[src/rtl/call_stack_pkg.sv]
package call_stack_pkg;

  localparam int OPW = 8;

  localparam logic [OPW-1:0] OPC_CALL = 8'h05;
  localparam logic [OPW-1:0] OPC_IRET = 8'h0f;
  localparam logic [OPW-1:0] OPC_POP  = 8'h23;
  localparam logic [OPW-1:0] OPC_PUSH = 8'h24;
  localparam logic [OPW-1:0] OPC_RET  = 8'h25;

  // Decoded character of one stack operation
  typedef struct packed {
    logic valid;    // a stack operation at all
    logic writes;   // pre-decrement and write (push, call)
    logic use_ip;   // write data is the current instruction pointer
    logic to_ip;    // result goes to the instruction pointer
    logic to_data;  // result goes to pop_data
    logic irq_ret;  // interrupt-return flag side effects
  } op_kind_t;

  typedef enum logic [0:0] {ST_IDLE, ST_XFER} seq_state_t;

endpackage

[src/rtl/csu_decode.sv]
module csu_decode
  import call_stack_pkg::*;
(
  input  logic [OPW-1:0] op_code,
  output op_kind_t       kind
);

  always_comb begin
    kind = '0;
    unique case (op_code)
      OPC_PUSH: begin kind.valid = 1'b1; kind.writes = 1'b1; end
      OPC_CALL: begin kind.valid = 1'b1; kind.writes = 1'b1; kind.use_ip = 1'b1; kind.to_ip = 1'b1; end
      OPC_POP:  begin kind.valid = 1'b1; kind.to_data = 1'b1; end
      OPC_RET:  begin kind.valid = 1'b1; kind.to_ip = 1'b1; end
      OPC_IRET: begin kind.valid = 1'b1; kind.to_ip = 1'b1; kind.irq_ret = 1'b1; end
      default:  kind = '0;
    endcase
  end

endmodule

[src/rtl/csu_sp.sv]
module csu_sp #(
  parameter int AW      = 16,
  parameter int DW      = 16,
  parameter int SP_INIT = 0
) (
  input  logic          clk,
  input  logic          rst,
  input  logic          commit,
  input  logic          grow,
  output logic [AW-1:0] sp_q,
  output logic [AW-1:0] sp_dn
);

  localparam int STEP = DW / 8;
  localparam logic [AW-1:0] STEP_V = AW'(STEP);
  localparam logic [AW-1:0] INIT_V = AW'(SP_INIT);

  assign sp_dn = sp_q - STEP_V;

  always_ff @(posedge clk) begin
    if (rst) begin
      sp_q <= INIT_V;
    end else if (commit) begin
      sp_q <= grow ? sp_dn : (sp_q + STEP_V);
    end
  end

  // A committed operation moves the pointer by exactly one word
  assert_sp_step_R10: assert property (@(posedge clk) disable iff (rst)
    commit |=> ((sp_q == $past(sp_q) - STEP_V) || (sp_q == $past(sp_q) + STEP_V)));

endmodule

[src/rtl/csu_seq.sv]
module csu_seq
  import call_stack_pkg::*;
#(
  parameter int AW = 16,
  parameter int DW = 16
) (
  input  logic          clk,
  input  logic          rst,
  input  logic          start,
  input  op_kind_t      kind,
  input  logic [DW-1:0] operand,
  input  logic [AW-1:0] cur_ip,
  input  logic [AW-1:0] sp_q,
  input  logic [AW-1:0] sp_dn,
  input  logic [DW-1:0] mem_rdata,
  input  logic          mem_ready,
  output logic          mem_req,
  output logic          mem_we,
  output logic [AW-1:0] mem_addr,
  output logic [DW-1:0] mem_wdata,
  output logic          sp_commit,
  output logic          sp_grow,
  output logic          busy,
  output logic          done,
  output logic          ip_load,
  output logic [AW-1:0] ip_next,
  output logic          pop_valid,
  output logic [DW-1:0] pop_data,
  output logic          irq_en_set,
  output logic          irq_id_clr
);

  seq_state_t    state;
  op_kind_t      held;
  logic [AW-1:0] target;

  assign busy      = (state == ST_XFER);
  assign sp_commit = busy && mem_ready;
  assign sp_grow   = held.writes;

  always_ff @(posedge clk) begin
    if (rst) begin
      state      <= ST_IDLE;
      held       <= '0;
      target     <= '0;
      mem_req    <= 1'b0;
      mem_we     <= 1'b0;
      mem_addr   <= '0;
      mem_wdata  <= '0;
      done       <= 1'b0;
      ip_load    <= 1'b0;
      ip_next    <= '0;
      pop_valid  <= 1'b0;
      pop_data   <= '0;
      irq_en_set <= 1'b0;
      irq_id_clr <= 1'b0;
    end else begin
      done       <= 1'b0;
      ip_load    <= 1'b0;
      pop_valid  <= 1'b0;
      irq_en_set <= 1'b0;
      irq_id_clr <= 1'b0;
      unique case (state)
        ST_IDLE: begin
          if (start && kind.valid) begin
            state     <= ST_XFER;
            held      <= kind;
            target    <= AW'(operand);
            mem_req   <= 1'b1;
            mem_we    <= kind.writes;
            mem_addr  <= kind.writes ? sp_dn : sp_q;
            mem_wdata <= kind.use_ip ? DW'(cur_ip) : operand;
          end
        end
        ST_XFER: begin
          if (mem_ready) begin
            state   <= ST_IDLE;
            mem_req <= 1'b0;
            mem_we  <= 1'b0;
            done    <= 1'b1;
            if (held.to_ip) begin
              ip_load <= 1'b1;
              ip_next <= held.writes ? target : AW'(mem_rdata);
            end
            if (held.to_data) begin
              pop_valid <= 1'b1;
              pop_data  <= mem_rdata;
            end
            if (held.irq_ret) begin
              irq_en_set <= 1'b1;
              irq_id_clr <= 1'b1;
            end
          end
        end
        default: state <= ST_IDLE;
      endcase
    end
  end

  assert_req_hold_R7: assert property (@(posedge clk) disable iff (rst)
    (mem_req && !mem_ready) |=> (mem_req && $stable(mem_addr) && $stable(mem_we) && $stable(mem_wdata)));

  assert_done_single_R8: assert property (@(posedge clk) disable iff (rst)
    done |=> !done);

  assert_done_follows_access_R8: assert property (@(posedge clk) disable iff (rst)
    (mem_req && mem_ready) |=> done);

  assert_no_rearm_R9: assert property (@(posedge clk) disable iff (rst)
    (mem_req && mem_ready) |=> !mem_req);

  assert_flags_with_ip_R6: assert property (@(posedge clk) disable iff (rst)
    irq_en_set |-> (done && ip_load && irq_id_clr));

endmodule

[src/rtl/call_stack_unit.sv]
module call_stack_unit
  import call_stack_pkg::*;
#(
  parameter int AW      = 16,
  parameter int DW      = 16,
  parameter int SP_INIT = 0
) (
  input  logic          clk,
  input  logic          rst,
  input  logic          start,
  input  logic [7:0]    op_code,
  input  logic [DW-1:0] operand,
  input  logic [AW-1:0] cur_ip,
  output logic          mem_req,
  output logic          mem_we,
  output logic [AW-1:0] mem_addr,
  output logic [DW-1:0] mem_wdata,
  input  logic [DW-1:0] mem_rdata,
  input  logic          mem_ready,
  output logic          busy,
  output logic          done,
  output logic          ip_load,
  output logic [AW-1:0] ip_next,
  output logic          pop_valid,
  output logic [DW-1:0] pop_data,
  output logic          irq_en_set,
  output logic          irq_id_clr,
  output logic [AW-1:0] sp_out
);

  generate
    if (AW > DW) begin : g_width_check
      $error("call_stack_unit: address wider than a stack word cannot be saved");
    end
  endgenerate

  op_kind_t      kind;
  logic          sp_commit;
  logic          sp_grow;
  logic [AW-1:0] sp_q;
  logic [AW-1:0] sp_dn;

  csu_decode u_decode (
    .op_code (op_code),
    .kind    (kind)
  );

  csu_sp #(.AW(AW), .DW(DW), .SP_INIT(SP_INIT)) u_sp (
    .clk    (clk),
    .rst    (rst),
    .commit (sp_commit),
    .grow   (sp_grow),
    .sp_q   (sp_q),
    .sp_dn  (sp_dn)
  );

  csu_seq #(.AW(AW), .DW(DW)) u_seq (
    .clk        (clk),
    .rst        (rst),
    .start      (start),
    .kind       (kind),
    .operand    (operand),
    .cur_ip     (cur_ip),
    .sp_q       (sp_q),
    .sp_dn      (sp_dn),
    .mem_rdata  (mem_rdata),
    .mem_ready  (mem_ready),
    .mem_req    (mem_req),
    .mem_we     (mem_we),
    .mem_addr   (mem_addr),
    .mem_wdata  (mem_wdata),
    .sp_commit  (sp_commit),
    .sp_grow    (sp_grow),
    .busy       (busy),
    .done       (done),
    .ip_load    (ip_load),
    .ip_next    (ip_next),
    .pop_valid  (pop_valid),
    .pop_data   (pop_data),
    .irq_en_set (irq_en_set),
    .irq_id_clr (irq_id_clr)
  );

  assign sp_out = sp_q;

  assert_sp_quiet_R10: assert property (@(posedge clk) disable iff (rst)
    !done |-> $stable(sp_out));

  assert_ip_quiet_R10: assert property (@(posedge clk) disable iff (rst)
    !done |-> $stable(ip_next));

  assert_bad_code_R11: assert property (@(posedge clk) disable iff (rst)
    (start && !busy && !kind.valid) |=> !mem_req);

endmodule

[config.mk]
export PLATFORM = sky130hd
export DESIGN_NAME = call_stack_unit
export DESIGN_NICKNAME = d
export VERILOG_FILES = /design/src/rtl/call_stack_pkg.sv /design/src/rtl/csu_decode.sv /design/src/rtl/csu_sp.sv /design/src/rtl/csu_seq.sv /design/src/rtl/call_stack_unit.sv
export SDC_FILE = /design/constraint.sdc
export NUM_CORES = 1
export LEC_CHECK = 0
export BUFFER_PORTS_ARGS = -buffer_cell sky130_fd_sc_hd__buf_2
export CAP_MARGIN = 20
export CORE_ASPECT_RATIO = 1.4
export CORE_UTILIZATION = 40
export CTS_CLUSTER_DIAMETER = 30
export DETAILED_ROUTE_END_ITERATION = 8
export GPL_TIMING_DRIVEN = 0
export PLACE_DENSITY = 0.68
export SYNTH_ARGS = -nofsm -noshare
export SYNTH_HDL_FRONTEND = slang
export SYNTH_SLANG_ARGS = --single-unit
[constraint.sdc]
create_clock -name clk -period 2.8 [get_ports clk]
set_clock_uncertainty 0.15 [all_clocks]
set_input_delay 0.14 -clock clk [delete_from_list [all_inputs] [get_ports clk]]
set_output_delay 0.14 -clock clk [all_outputs]
set_load 0.03 [all_outputs]
# == Word level (Yosys, flattened, before mapping) ==
# Cells that the tools add are included.
# totals
inputBits,60
regBits,107
out_inout_bits,88
# op_classes
n_mux,22
eq_ne,7
addsub,2
n_reduce_logical,11
bitwise,2
# ops
cell,n
16-bit 2-to-1 mux,4
8-bit by 6-bit equality test with 1-bit output (second input constant),3
16-bit by 2-bit adder with 16-bit output (second input constant),1
16-bit by 2-bit subtractor with 16-bit output (second input constant),1
1-bit 2-to-1 mux,15
8-bit by 3-bit equality test with 1-bit output (second input constant),1
8-bit by 4-bit equality test with 1-bit output (second input constant),1
1-bit one-hot mux with 2 select lines,3
3-bit AND reduction,2
3-bit OR reduction,2
5-bit OR reduction,1
2-bit AND reduction,2
2-bit OR reduction,2
1-bit logical AND,2
2-bit by 1-bit != test with 1-bit output (second input constant),1
2-bit != test (second input constant),1
1-bit inverter,2

# == Logic depth before layout (Yosys ltp) ==
# Gate-level depths: netlist of run 1.
# depth
word_depth,6
mapped_depth,9
mapped_depth_nobuf,7

# == Modules after synthesis ==
# A second synthesis of run 1 with hierarchy kept.
# hier_totals
cells_unflattened,536
hier_area_um2,4953.5
# by_module_without_submodules
mod,area_each_um2,seq_area_each_um2,cells_per_inst,n_inst
csu_seq,3612.2,1821.7,361,1
csu_sp,1227.4,300.3,159,1
csu_decode,113.9,0.0,16,1

# == Least setup slack after synthesis of run 1 ==
# Ideal clock, no wire load.
# synth_path
path_type,register to register
startpoint,reg u_sp.sp_q[1]
endpoint,reg u_sp.sp_q[13]
arrival_ns,2.600
setup_time_ns,0.123
stages_incl_launch_ff,10
n_path_buf,2
setup_slack_ns,-0.073
path_cell_list,dfxtp_1 -> clkbuf_1 -> inv_1 -> ha_1 -> or4b_4 -> or2_1 -> buf_2 -> or4_1 -> a21oi_1 -> mux2_1
# synth_via
elab_chain_len,2
elab_cells_between_ends,3
cone_classes,add/sub: 2; mux: 1
# synth_rtl
element,line,rtl
"start, declared",csu_sp.sv:10,"output logic [AW-1:0] sp_q,"
"start signal, assigned",csu_sp.sv:24,sp_q <= grow ? sp_dn : (sp_q + STEP_V);
16-bit by 2-bit adder with 16-bit output or 16-bit by 2-bit subtractor with 16-bit output (tied branches),"csu_sp.sv:24, csu_sp.sv:18",
16-bit 2-to-1 mux *,csu_sp.sv:24,
# Every way passes the cells marked *; elsewhere a longest branch is shown, timed or not.
# A chain may end at the register's enable or synchronous reset.

# == Worst setup path in the final report of run 1 ==
# layout_path
startpoint,reg u_sp.sp_q[2]
endpoint,reg u_sp.sp_q[13]
# Same word-level chain as after synthesis.

==> load_flow_metrics.sql, run 1 <==
INSERT INTO impl_metrics (metric_group, metric, value, unit) VALUES
('yosys', 'synth-seq-cells', '105', ''),
('cts', 'cts_htree_levels', '3', ''),
('worst_setup_path', 'start_kind', 'flop', ''),
('cts', 'worst_skew_pair.late_latency', '0.35', 'ns'),
('grt', 'grt_pass1_wl', '23900', 'um'),
('route', 'drt-total-wl', '15300', 'um'),
('yosys', 'synth-xor-area-share', '0.0488', ''),
('layout', 'most-common-layout-cells', '148 x sky130_fd_sc_hd__buf_2, 103 x sky130_fd_sc_hd__dfxtp_1, 86 x sky130_fd_sc_hd__nand2_1', ''),
('cts', 'number_of_buffers_between_clock_root_and_the_deepest_sink', '2', ''),
('cts', 'tritoncts', 'done', ''),
('placed_design', 'finalWeightedCongestion', '0.929', ''),
('power_and_ir_drop', 'pwr-share-comb', '0.071', ''),
('power_and_ir_drop', 'vdd.ir_drop.worst', '0.268', 'mV'),
('yosys', 'synth_ff_type', 'sky130_fd_sc_hd__dfxtp_1', ''),
('sta', 'timing_worst_slew_pin_value', '0.757', 'ns'),
('floorplanning', 'initial_core_util', '0.412', ''),
('floorplanning', 'fp.dieArea', '12100', 'um2'),
('power_and_ir_drop', 'cellInternalPower', '2.25', 'mW'),
('sta', 'layout_worst_path_cycle_share', '0.968', ''),
('yosys', 'synthAdderAreaFrac', '0.00536', ''),
('sta', 'final-hold-violation-count', '1', ''),
('yosys', 'synth_compound_area_frac', '0.156', ''),
('outcome', 'status', 'complete, but fails checks', ''),
('grt', 'grt_start_max_net_pins', '20', ''),
('route', 'vias_per_cell', '5.24', ''),
('sta', 'max_freq', '369', 'MHz'),
('yosys', 'largest_family_of_logic_cells_by_synthesized_area', 'simple AND/OR/NAND/NOR gates', ''),
('yosys', 'yosys_warning_count', '0', ''),
('layout', 'final_layout_size_suffix_gt1_frac', '0.243', ''),
('layout', 'layout.cell_area.non_filler', '6320', 'um2'),
('flow_run', 'drv_cap', '0', ''),
('yosys', 'mappedNetlistArea', '4670', 'um2'),
('floorplanning', 'floorplan.die.width', '93.3', 'um'),
('layout', 'instances_no_fill', '904', ''),
('route', 'remaining_drc_errors', '0', ''),
('route', 'routed-via-count', '4737', ''),
('yosys', 'synth_simple_gate_area_share', '0.220', ''),
('power_and_ir_drop', 'totalPowerFinal', '2.97', 'mW'),
('floorplanning', 'core_area', '11300', 'um2'),
('yosys', 'avg_synthesized_cell_area', '8.39', 'um2'),
('route', 'drt_first_pass_iters', '8', ''),
('yosys', 'post_synth_main_area_contributors', 'sky130_fd_sc_hd__dfxtp_1 45%, sky130_fd_sc_hd__a211oi_1 7.7%, sky130_fd_sc_hd__nand2_1 6.9%', ''),
('layout', 'layout.cells.most_common', 'sky130_fd_sc_hd__buf_2', ''),
('yosys', 'yosysTopAreaCell', 'sky130_fd_sc_hd__dfxtp_1', ''),
('cts', 'cts-buffers-inserted', '9', ''),
('grt', 'initial_antenna_violation_count', '0', ''),
('sta', 'drv_slew', '0', ''),
('hold_path', 'hold_path_startpoint', 'cur_ip[1]', ''),
('yosys', 'synth_edf_count', '0', ''),
('yosys', 'synth-async-reset-ratio', '0', ''),
('yosys', 'synth.area.mux_share', '0.0734', ''),
('floorplanning', 'num_rows', '46', ''),
('floorplanning', 'design.portCount', '148', ''),
('yosys', 'yosysTopAreaCellShare', '0.450', ''),
('outcome', 'violations', 'negative hold slack', ''),
('worst_setup_path', 'timing.critical_path.required', '2.88', 'ns'),
('route', 'initialDrtViolationCount', '188', ''),
('cts', 'clock-root-buffer', 'sky130_fd_sc_hd__clkbuf_16', ''),
('route', 'ant_nets', '0', ''),
('cts', 'clk_transition_reported_paths', '0.07', 'ns'),
('sta', 'hold_slack', '-0.000494', 'ns'),
('worst_setup_path', 'worst-endpoint-arrival', '2.79', 'ns'),
('layout', 'syn_to_final_growth', '35.4', '%'),
('yosys', 'synth-seq-area-share', '0.450', ''),
('power_and_ir_drop', 'power.net_switching', '0.727', 'mW'),
('sta', 'layout_min_cycle_time', '2.71', 'ns'),
('grt', 'overflow', '0', ''),
('route', 'wl_per_cell', '16.9', 'um'),
('worst_setup_path', 'timing.setup.critical_path_class', 'reg2reg', ''),
('power_and_ir_drop', 'share_seq_of_total_power', '0.506', ''),
('worst_setup_path', 'critical_path.startpoint', 'u_sp.sp_q[2]$_SDFFE_PP0P_', '');
[critical path, stage by stage (launching register included)]
cell	delay, ns
sky130_fd_sc_hd__dfxtp_2	0.39
sky130_fd_sc_hd__inv_1	0.13
sky130_fd_sc_hd__ha_4	0.17
sky130_fd_sc_hd__or4b_4	0.48
sky130_fd_sc_hd__or2_1	0.21
sky130_fd_sc_hd__buf_2	0.16
sky130_fd_sc_hd__or4_1	0.43
sky130_fd_sc_hd__a21oi_2	0.14
sky130_fd_sc_hd__mux2_1	0.33
[cell type report]
cell class,instances,area (um2)
multi-input cells,400,2380
inverters,4,15.0
plain buffers,48,199
well taps,144,180
repair buffers,187,1150
flip-flops and latches,105,2100
fillers,1071,5020
clock inverters,6,56.3
clock buffers,10,239
[logic make-up after synthesis]
logic type,Yosys count
buffers and inverters,53
other,1
and+or+nand+nor,223
muxes,34
DFF,105
AOI/OAI and AO/OA,113
xor gates and xnor gates,26
adders and majority gates,2
[worst paths after layout]
kind | to | slack, ns | depth (start not counted)
max | u_sp.sp_q[13]$_SDFFE_PP0P_ | 0.09 | 8
min | u_seq.mem_wdata[1]$_SDFFE_PP0P_ | -0.0005 | 3
max reg2reg | u_sp.sp_q[13]$_SDFFE_PP0P_ | 0.09 | 8
min reg2reg | u_seq.pop_data[3]$_SDFFE_PP0P_ | 0.30 | 2
[synth_stat cells (all sizes together) (2+ instances only)]
master	instances
nand2b	2
o21ai	7
nand3	11
mux2	2
and4b	2
o211ai	2
xnor2	20
nor2b	4
and2	3
a211oi	48
a31oi	3
buf	11
inv	4
mux2i	32
dfxtp	105
clkbuf	38
nor3	12
nor4	3
nor2	72
and4	3
or4	6
a22oi	2
nand2	86
nand4	7
a21oi	43
and3	2
or2	3
xor2	6
o32ai	3
ha	2
[per-stage QoR]
stage | utilization | hold WS (ns) | setup slack, ns | TNS [ns]
floorplan | - | 0.126 | 0.0321 | 0
global placement | 0.492 | 0.246 | -0.0674 | -0.0674
detailed placement | 0.492 | 0.251 | -0.0931 | -0.0931
CTS | 0.557 | 0.000497 | 0.00653 | 0
global route | 0.558 | 0.0249 | 0.0139 | 0
finish | 0.558 | -0.000494 | 0.0906 | 0
[routing by layer]
layer  track usage  wire length (um)  vias up
met5             0                 0        -
met2         0.465              7830      193
li1              -                 -     2340
met1         0.284              5930     2161
met3        0.0513               940       43
met4         0.124               556        0
[power by group through the flow]
| stage | clock, mW | sequential [mW] | combinational, mW |
|---|---|---|---|
| 2_1_floorplan | 0 | 1.55 | 0.0650 |
| 3_3_place_gp | 0 | 1.54 | 0.158 |
| 3_5_place_dp | 0 | 1.54 | 0.162 |
| 4_1_cts | 1.28 | 1.50 | 0.207 |
| 5_1_grt | 1.34 | 1.50 | 0.228 |
| 6_report | 1.26 | 1.50 | 0.211 |
[sequential cells by signal, indices dropped and copies added (netlist names)]
name	count
u_seq.done	1
u_seq.mem_wdata	16
u_seq.held	3
u_seq.ip_load	1
u_seq.pop_data	16
u_seq.sp_grow	1
u_seq.mem_req	1
u_seq.target	16
u_seq.ip_next	16
u_sp.sp_q	15
u_seq.mem_addr	15
u_seq.mem_we	1
u_seq.pop_valid	1
u_seq.busy	1
u_seq.irq_en_set	1
[timing repair]
action / in CTS / in global routing
resized for setup: 4 / 4
hold endpoints to repair: 49 / 0
hold buffers: 42 / 0
buffers inserted: 1 / 0
endpoints found under the setup margin: 1 / 26
pin swaps: 0 / 1
(Power assumes the default switching activity.)
==> run 2: changes to the inputs <==
==> constraint.sdc (replaced) <==
create_clock -name clk -period 2.8 [get_ports clk]
set_clock_uncertainty 0.15 [all_clocks]
set_input_delay 0.42 -clock clk [delete_from_list [all_inputs] [get_ports clk]]
set_output_delay 0.42 -clock clk [all_outputs]
set_load 0.03 [all_outputs]
==> load_flow_metrics.sql, run 2 (synthesized netlist as in run 1, its figures left out) <==
INSERT INTO impl_metrics (metric_group, metric, value, unit) VALUES
('hold_path', 'min_delay_path_depth', '3', ''),
('sta', 'layout_worst_path_cycle_share', '0.969', ''),
('worst_setup_path', 'worst-r2r-cell-count', '8', ''),
('worst_setup_path', 'worstPathMaxFanout', '10', ''),
('grt', 'grt_pass1_wl', '22800', 'um'),
('floorplanning', 'initial_core_util', '0.412', ''),
('worst_setup_path', 'timing.setup.critical_path_class', 'reg2reg', ''),
('hold_path', 'worstHoldPathType', 'in2reg', ''),
('sta', 'max_freq', '369', 'MHz'),
('cts', 'cts.sink_count', '105', ''),
('layout', 'multiInputGateArea', '2380', 'um2'),
('grt', 'grt_pass1_vias', '4549', ''),
('placed_design', 'detailedPlacementHpwl', '11300', 'um'),
('layout', 'instances_no_fill', '862', ''),
('floorplanning', 'fp.dieArea', '12100', 'um2'),
('sta', 'setup_repair_after_global_routing_missed_its_margin', 'false', ''),
('grt', 'initial_antenna_violation_count', '0', ''),
('sta', 'layout_min_cycle_time', '2.71', 'ns'),
('floorplanning', 'die-height', '130', 'um'),
('sta', 'slew-limit-headroom', '0.488', ''),
('route', 'drt-total-wl', '14600', 'um'),
('power_and_ir_drop', 'totalPowerFinal', '2.93', 'mW'),
('route', 'initialDrtViolationCount', '176', ''),
('cts', 'worst_skew_pair.late_latency', '0.35', 'ns'),
('power_and_ir_drop', 'vdd.ir_drop.worst', '0.264', 'mV'),
('power_and_ir_drop', 'power-per-cell-area', '496', 'nW/um2'),
('sta', 'setup_viols_final', '0', ''),
('flow_run', 'drv_cap', '0', ''),
('floorplanning', 'num_rows', '46', ''),
('worst_setup_path', 'worstSetupEndpointType', 'flop', ''),
('cts', 'number_of_buffers_between_clock_root_and_the_deepest_sink', '2', ''),
('cts', 'cts-buffers-inserted', '9', ''),
('sta', 'final-hold-violation-count', '0', ''),
('floorplanning', 'floorplan.die.width', '93.3', 'um'),
('route', 'remaining_drc_errors', '0', ''),
('power_and_ir_drop', 'leakagePower', '2.46', 'nW'),
('route', 'ant_nets', '0', ''),
('grt', 'grt.total_usage', '0.245', ''),
('placed_design', 'place.detailed.instances', '846', ''),
('placed_design', 'finalWeightedCongestion', '0.929', ''),
('worst_setup_path', 'start_kind', 'flop', ''),
('cts', 'clk_transition_reported_paths', '0.08', 'ns'),
('placed_design', 'io_buffers', '144', ''),
('cts', 'cts_htree_levels', '3', ''),
('layout', 'layout.area.seq', '2100', 'um2'),
('layout', 'most-common-layout-cells', '148 x sky130_fd_sc_hd__buf_2, 103 x sky130_fd_sc_hd__dfxtp_1, 86 x sky130_fd_sc_hd__nand2_1', ''),
('sta', 'hold_slack', '0.164', 'ns'),
('grt', 'grt_start_max_net_pins', '20', ''),
('layout', 'syn_to_final_growth', '26.3', '%'),
('layout', 'num-nets-final', '775', ''),
('worst_setup_path', 'worst-endpoint-arrival', '2.80', 'ns'),
('outcome', 'status', 'finished clean', ''),
('sta', 'drv_slew', '0', ''),
('floorplanning', 'design.portCount', '148', ''),
('floorplanning', 'core_area', '11300', 'um2'),
('worst_setup_path', 'timing.critical_path.required', '2.89', 'ns'),
('route', 'drt_first_pass_iters', '6', ''),
('layout', 'layout.filler_cells', '1125', ''),
('route', 'wl_per_cell', '16.9', 'um'),
('cts', 'tritoncts', 'done', ''),
('grt', 'overflow', '0', ''),
('sta', 'timing_worst_slew_pin_value', '0.768', 'ns'),
('layout', 'antenna_cells', '0', ''),
('cts', 'clock-root-buffer', 'sky130_fd_sc_hd__clkbuf_16', ''),
('route', 'vias_per_cell', '5.29', ''),
('route', 'routed-via-count', '4558', ''),
('layout', 'layout.cells.most_common', 'sky130_fd_sc_hd__buf_2', ''),
('layout', 'final_layout_size_suffix_gt1_frac', '0.255', '');
## run 2: cell count changes in the layout (fill, tap and decap cells not counted)
| cell | change |
|---|---|
| sky130_fd_sc_hd__buf_1 | +2 |
| sky130_fd_sc_hd__clkbuf_2 | -2 |
| sky130_fd_sc_hd__dlygate4sd3_1 | -42 |
## run 2: worst paths after layout
check,slack [ns],end,from
worst max-delay path,0.09,u_sp.sp_q[13]$_SDFFE_PP0P_,u_sp.sp_q[2]$_SDFFE_PP0P_
worst min-delay path,0.16,u_seq.target[10]$_SDFFE_PP0P_,operand[10]
worst max register to register,0.09,u_sp.sp_q[13]$_SDFFE_PP0P_,u_sp.sp_q[2]$_SDFFE_PP0P_
worst min register to register,0.30,u_seq.pop_data[3]$_SDFFE_PP0P_,u_seq.pop_data[3]$_SDFFE_PP0P_
## run 2: power by group
part	switching (mW)	total, mW	internal (mW)
Combinational	0.103	0.163	0.0598
Sequential	0.00446	1.50	1.50
Clock	0.612	1.26	0.649
## run 2: worst max-delay path: stages, from the launching register on
cell	delay, ns
sky130_fd_sc_hd__dfxtp_2	0.39
sky130_fd_sc_hd__inv_1	0.13
sky130_fd_sc_hd__ha_4	0.17
sky130_fd_sc_hd__or4b_4	0.48
sky130_fd_sc_hd__or2_1	0.21
sky130_fd_sc_hd__buf_2	0.16
sky130_fd_sc_hd__or4_1	0.43
sky130_fd_sc_hd__a21oi_2	0.14
sky130_fd_sc_hd__mux2_1	0.33
## run 2: repair_timing
| item | in CTS | in global routing |
|---|---|---|
| hold buffers | 0 | 0 |
| setup endpoints to repair | 1 | 4 |
| resized for setup | 4 | 2 |
| pin swaps | 0 | 1 |
| setup buffers | 1 | 0 |
## run 2: layer usage
layer  vias to the layer above  wire length (um)  GRT usage  share of wire
li1                       2252                 -          -              -
met1                      2093              5900      0.280           0.40
met2                       176              7290      0.437           0.50
met3                        37               891     0.0472          0.061
met4                         0               507      0.115          0.035
met5                         -                 0          0              0
## run 2: final cells by class
cell class	instances	area share
plain buffers	48	0.0333
clock buffers	10	0.0405
clock inverters	6	0.00954
well taps	144	0.0305
repair buffers	145	0.123
flip-flops and latches	105	0.357
inverters	4	0.00255
multi-input cells	400	0.403
## run 2: metrics by stage
step | setup slack (ns) | setup TNS [ns] | util | cell area, um2
final | 0.0866 | 0 | 0.520 | 5900
after global routing | 0.0139 | 0 | 0.520 | 5900
after CTS | 0.00653 | 0 | 0.520 | 5900
after detailed placement | -0.116 | -1.44 | 0.492 | 5580
after global placement | -0.0674 | -0.364 | 0.492 | 5580
after floorplan | 0.0321 | 0 | - | 4680
